<file path="src/rtl/il_pkg.sv">
package il_pkg;

    localparam int ADDR_W = 12;
    localparam int DATA_W = 16;

    typedef logic [ADDR_W-1:0] addr_t;
    typedef logic [DATA_W-1:0] data_t;

    // One slot of the return schedule: a request whose data is due
    typedef struct packed {
        logic  vld;
        addr_t addr;
    } slot_t;

    // One returned word waiting for the consumer
    typedef struct packed {
        addr_t addr;
        data_t data;
    } rsp_t;

    // Fixed bank contents: a multiplicative hash of the address
    function automatic data_t word_of(addr_t a);
        return DATA_W'(32'(a) * 32'd40503) ^ DATA_W'(16'h5A5A);
    endfunction

endpackage

</file>
<file path="src/rtl/il_bank.sv">
module il_bank
    import il_pkg::*;
#(
    parameter int LAT = 4
) (
    input  logic  clk,
    input  logic  rst,
    input  logic  cap,
    input  addr_t addr,
    output logic  busy,
    output logic  ret,
    output data_t ret_data
);
    localparam int CW = $clog2(LAT + 1);

    logic [CW-1:0] cnt_q;
    addr_t         addr_q;

    always_ff @(posedge clk) begin
        if (rst) begin
            cnt_q <= '0;
        end else if (cap) begin
            cnt_q <= CW'(LAT);
        end else if (cnt_q != '0) begin
            cnt_q <= cnt_q - 1'b1;
        end
    end

    always_ff @(posedge clk) begin
        if (cap) addr_q <= addr;
    end

    // In the final cycle of a read the bank drives the bus and can take a new address
    assign busy     = (cnt_q > CW'(1));
    assign ret      = (cnt_q == CW'(1));
    assign ret_data = ret ? word_of(addr_q) : '0;

endmodule

</file>
<file path="src/rtl/il_tracker.sv">
module il_tracker
    import il_pkg::*;
#(
    parameter int LAT = 4
) (
    input  logic  clk,
    input  logic  rst,
    input  logic  push,
    input  addr_t push_addr,
    output slot_t due
);
    slot_t st_q [LAT];

    always_ff @(posedge clk) begin
        if (rst) begin
            for (int i = 0; i < LAT; i++) st_q[i] <= '0;
        end else begin
            st_q[0] <= '{vld: push, addr: push_addr};
            for (int i = 1; i < LAT; i++) st_q[i] <= st_q[i-1];
        end
    end

    assign due = st_q[LAT-1];

endmodule

</file>
<file path="src/rtl/il_fifo.sv">
module il_fifo
    import il_pkg::*;
#(
    parameter int DEPTH = 8
) (
    input  logic clk,
    input  logic rst,
    input  logic push,
    input  rsp_t din,
    input  logic pop,
    output logic vld,
    output rsp_t dout
);
    localparam int PW = (DEPTH > 1) ? $clog2(DEPTH) : 1;
    localparam int CW = $clog2(DEPTH + 1);

    rsp_t          mem [DEPTH];
    logic [PW-1:0] wr_q, rd_q;
    logic [CW-1:0] cnt_q;

    function automatic logic [PW-1:0] nxt(logic [PW-1:0] p);
        return (p == PW'(DEPTH - 1)) ? '0 : p + 1'b1;
    endfunction

    always_ff @(posedge clk) begin
        if (rst) begin
            wr_q  <= '0;
            rd_q  <= '0;
            cnt_q <= '0;
        end else begin
            if (push) wr_q <= nxt(wr_q);
            if (pop)  rd_q <= nxt(rd_q);
            cnt_q <= cnt_q + CW'(push) - CW'(pop);
        end
    end

    always_ff @(posedge clk) begin
        if (push) mem[wr_q] <= din;
    end

    assign vld  = (cnt_q != '0);
    assign dout = mem[rd_q];

endmodule

</file>
<file path="src/rtl/interleaved_read_ctrl.sv">
module interleaved_read_ctrl
    import il_pkg::*;
#(
    parameter int BANK_W = 3,
    parameter int LAT    = 4,
    parameter int FIFO_D = 8
) (
    input  logic              clk,
    input  logic              rst,
    input  logic              req_valid,
    output logic              req_ready,
    input  logic [ADDR_W-1:0] req_addr,
    output logic              rsp_valid,
    input  logic              rsp_ready,
    output logic [ADDR_W-1:0] rsp_addr,
    output logic [DATA_W-1:0] rsp_data
);
    localparam int NB  = 1 << BANK_W;
    localparam int CRW = $clog2(FIFO_D + 1);

    logic [BANK_W-1:0] req_bank;
    logic              issue;
    logic              pop;
    logic [NB-1:0]     bank_busy;
    logic [NB-1:0]     bank_ret;
    data_t             bank_rdata [NB];
    data_t             bus_data;
    slot_t             due;
    logic              due_vld;
    logic [BANK_W-1:0] due_bank;
    logic [CRW-1:0]    cred_q;
    rsp_t              fifo_out;

    assign req_bank  = req_addr[BANK_W-1:0];
    assign req_ready = !bank_busy[req_bank] && (cred_q < CRW'(FIFO_D));
    assign issue     = req_valid && req_ready;
    assign pop       = rsp_valid && rsp_ready;

    // Each accepted request reserves one response queue entry until it is delivered
    always_ff @(posedge clk) begin
        if (rst) cred_q <= '0;
        else     cred_q <= cred_q + CRW'(issue) - CRW'(pop);
    end

    for (genvar b = 0; b < NB; b++) begin : g_bank
        il_bank #(.LAT(LAT)) u_bank (
            .clk      (clk),
            .rst      (rst),
            .cap      (issue && (req_bank == BANK_W'(b))),
            .addr     (req_addr),
            .busy     (bank_busy[b]),
            .ret      (bank_ret[b]),
            .ret_data (bank_rdata[b])
        );
    end

    // Shared return bus: idle banks drive zero
    always_comb begin
        bus_data = '0;
        for (int b = 0; b < NB; b++) bus_data = bus_data | bank_rdata[b];
    end

    il_tracker #(.LAT(LAT)) u_trk (
        .clk       (clk),
        .rst       (rst),
        .push      (issue),
        .push_addr (req_addr),
        .due       (due)
    );

    assign due_vld  = due.vld;
    assign due_bank = due.addr[BANK_W-1:0];

    il_fifo #(.DEPTH(FIFO_D)) u_q (
        .clk  (clk),
        .rst  (rst),
        .push (due_vld),
        .din  ('{addr: due.addr, data: bus_data}),
        .pop  (pop),
        .vld  (rsp_valid),
        .dout (fifo_out)
    );

    assign rsp_addr = fifo_out.addr;
    assign rsp_data = fifo_out.data;

endmodule

</file>
<file path="config.mk">
export PLATFORM = sky130hd
export DESIGN_NAME = interleaved_read_ctrl
export DESIGN_NICKNAME = d
export VERILOG_FILES = /design/src/rtl/il_pkg.sv /design/src/rtl/il_bank.sv /design/src/rtl/il_tracker.sv /design/src/rtl/il_fifo.sv /design/src/rtl/interleaved_read_ctrl.sv
export SDC_FILE = /design/constraint.sdc
export NUM_CORES = 1
export LEC_CHECK = 0
export ABC_AREA = 1
export BUFFER_PORTS_ARGS = -buffer_cell sky130_fd_sc_hd__buf_2
export CORE_MARGIN = 5
export CORE_UTILIZATION = 39
export DETAILED_ROUTE_END_ITERATION = 8
export MAX_ROUTING_LAYER = met4
export PLACE_DENSITY = 0.59
export REMOVE_ABC_BUFFERS = 1
export SLEW_MARGIN = 10
export SYNTH_ARGS = -nofsm -noshare
export SYNTH_HDL_FRONTEND = slang
export SYNTH_HIERARCHICAL = 1
export SYNTH_SLANG_ARGS = --single-unit
</file>
<file path="constraint.sdc">
create_clock -name clk -period 7.7 [get_ports clk]
set_clock_uncertainty 0.2 [all_clocks]
set_input_delay 0.77 -clock clk [delete_from_list [all_inputs] [get_ports clk]]
set_output_delay 0.77 -clock clk [all_outputs]
set_load 0.02 [all_outputs]
</file>
==> impl_results.md <==
* Max Fclk at 0.166 GHz
* Post-CTS setup repair buffer count at 0
* RSZ-0062 raised after global routing: no
* Slew headroom at 20.8%
* Sink Count at 413
* Clock network fraction of total power at 21.4%
* Cells on worst reg2reg path at 19
* FF-to-FF setup slack at 1670 ps
* Top-count cell post-synth: inv_1
* Pins Over Slew Limit at 0
* Die ar. at 0.0989 mm2
* Comb pwr share at 52.7%
* Internal at 6300 uW
* Final net count at 5000
* Cell Area, Synth at 0.0361 mm2
* Psw at 5100 uW
* Ports at 46
* Cts bufs inserted at 50
* Hold Fails Final Rpt at 0
* Post-Syn Instances at 4173
* HP Class: register to register
* FF-to-FF End: u_q/mem[7][15]
* Prevailing post-synth register cell: edfxtp_1
* Library cells used by synthesis at 40
* Hold buffers post-CTS at 0
* PwrDens at 289 mW/mm2
* First-pass DRT Iterations at 5
* P_leak at 0.0202 uW
* Worst Path Max Fanout at 8
* Async SR Flop Fraction at 0%
* Drc violations at 0
* Most instantiated cells after synthesis: inv_1 (1149), nand2_1 (854), ha_1 (421)
* Critical path capture point type: register
* Seq/Total Area, Yosys at 31.7%
* Root Buffer: clkbuf_16
* Syn_area_per_cell at 8.66 um2
* Clock period minus worst slack at 6030 ps
* Area Overhead vs Synth at 9.30%
* Clock tree buffer depth at 3
* Hold slack at 200 ps
* WHS Path Cells at 2
* Row count at 111
* RD Place Congestion at 0.905
* Vias at 25200
* Net Sw Frac at 44.7%
* WL per Instance at 15.6 um
* Finished Core Util at 43.0%
* Die height at 314 um
* Final period util at 78.3%
* Core area at 0.0918 mm2
* Post-synthesis register bit count at 413
* WS Path Type: register to register
* Total track usage at 18.2%
* H-tree depth at 2
* Cts repair resizes at 0
* Top cell type's share of synthesized area at 26.6%
* GR Overflow Total at 0
* Final Setup Violations at 0
* Setup TNS at 0 ps
* Critical path required time at 7770 ps
* Fill count at 9074
* Starting Density at 39.4%
* Post-DRT Antenna Nets at 0
* Clk Latency, worst-skew pair at 610 ps
* Worst-margin pin slew at 1180 ps
* First-pass GRT wire length at 138000 um
* Largest net degree at the start of global routing at 77
* Initial antenna violation count at 8
* Critical Path Start Type: register
* Max-Cap Viols at 0
* CTS clk-pin slew, worst paths at 60 ps
* I/O Buffers at 45
* Multi-input logic area at 0.0199 mm2
* Register area at 0.0115 mm2
* Hold Path End: u_trk/st_q[1][6]
* Layout cells sized above 1 at 6.53%
* Vias in the first global route at 25400
* CTS tree: yes
* Routed wire length at 86000 um
* Post-synth top area cell: edfxtp_1
* Synth area leaders: edfxtp_1 (27%), fa_1 (18%), ha_1 (15%)
* Reg2reg start: g_bank[4].u_bank/addr_q[9]
* Via/cell ratio at 4.57
* Count of warnings emitted by yosys at 6
* Critical path arrival at 6100 ps
* Run status: completed
* Die Width at 314 um
* DP HPWL at 64200 um
* Worst vdd ir at 0.179 mV
* EDFF count, synth at 320
* Initial DRC Count at 1454
* HP Start: u_trk/st_q[0][6]
* Flop pwr share at 26.0%
## cell type report
cell class | count | area share (%)
antenna | 2 | 0.0127
clock buffer | 56 | 3.22
clock inverter | 38 | 1.17
inverter | 1178 | 11.2
multi-input combinational | 2525 | 50.5
sequential | 413 | 29.0
tap | 1243 | 3.94
timing repair buffer | 65 | 0.956
## cells in the final DEF, fill, tap and decap left out, types with 13 or more instances in the layout
cell          n
buf_2        44
or2_2        16
nor2_1      306
clkbuf_16    50
dfxtp_1      91
inv_1      1148
nor4_1       32
xor2_1       20
o21ai_0      16
a21oi_1     100
nand3_1     230
clkinv_1     13
a21oi_2      17
inv_2        28
xnor2_1      25
fa_1        330
ha_1        421
buf_4        21
nand2_1     854
nor2_2       13
nand2_2      26
edfxtp_1    320
o21ai_1      25
## worst max-delay path by stage
stage               slack [ps]        endpoint  cells past startpoint                       start
global route              1410  u_q/mem[5][12]                     18  g_bank[4].u_bank/addr_q[9]
global placement          1720  u_q/mem[6][15]                     19  g_bank[1].u_bank/addr_q[9]
finish                    1670  u_q/mem[7][15]                     19  g_bank[4].u_bank/addr_q[9]
detailed placement        1780  u_q/mem[7][15]                     19  g_bank[4].u_bank/addr_q[9]
floorplan                 2620  u_q/mem[0][15]                     19  g_bank[4].u_bank/addr_q[9]
CTS                       1740  u_q/mem[7][15]                     19  g_bank[4].u_bank/addr_q[9]
## worst max-delay path, cell delays in order, from the launching register on
cell      delay, ps
edfxtp_1        470
fa_1            590
inv_1            60
fa_1            530
inv_1            50
fa_1            510
fa_1            540
inv_1            50
fa_1            520
inv_1            40
ha_1            320
inv_1            90
nor3_1          260
o21ai_0         180
nand4_2         110
nand3_1          80
nand2_1          60
nor2_1           70
nor4_1          660
nand2_1         300
## sequential cells by signal, indices dropped and copies added, names as in the netlist, named ones only
name	flops
u_q/cnt_q	4
u_trk/st_q	52
u_q/rd_q	3
g_bank.u_bank/addr_q	96
g_bank.u_bank/cnt_q	24
u_q/mem	224
u_q/wr_q	3
cred_q	4
## power by group through the flow
| stage | Combinational, uW | Clock (uW) | Sequential [uW] |
|---|---|---|---|
| CTS | 6060 | 2510 | 2960 |
| floorplan | 4290 | 0 | 3010 |
| finish | 6000 | 2440 | 2960 |
| global route | 6880 | 2610 | 2980 |
| detailed placement | 6020 | 0 | 3010 |
| global placement | 5980 | 0 | 3010 |
## stage by stage
step,instance area (um2),power (uW),cells,worst slack [ps]
6_report,39500,11400,5520,1670
3_3_place_gp,37800,8990,5424,1720
5_1_grt,39500,12500,5519,1410
3_5_place_dp,37800,9030,5424,1780
2_1_floorplan,35800,7290,4116,2620
4_1_cts,39500,11500,5518,1740
## kinds of logic (layout without fill, tap and decap cells)
family                   after synthesis  in the layout  share of synthesized area (%)
flip-flops                           413            413                           31.7
AO/OA/AOI/OAI                        201            201                           3.25
AND/OR/NAND/NOR                     1528           1528                           17.8
buffers and inverters               1235           1337                           13.3
other                                  0              2                              0
XOR/XNOR                              45             45                           1.09
adder cells (fa/ha/maj)              751            751                           32.8
## metal layers
metal | share of wire (%) | wire length [um] | global-route usage, % | vias up
met2 | 46 | 39700 | 29.5 | 444
li1 | - | - | - | 12800
met1 | 47 | 40300 | 24.7 | 11900
met3 | 4.6 | 3940 | 2.41 | 101
met4 | 2.3 | 1990 | 4.05 | 0
met5 | 0 | 0 | - | -
Note: power is estimated with default switching activity, not from simulation.
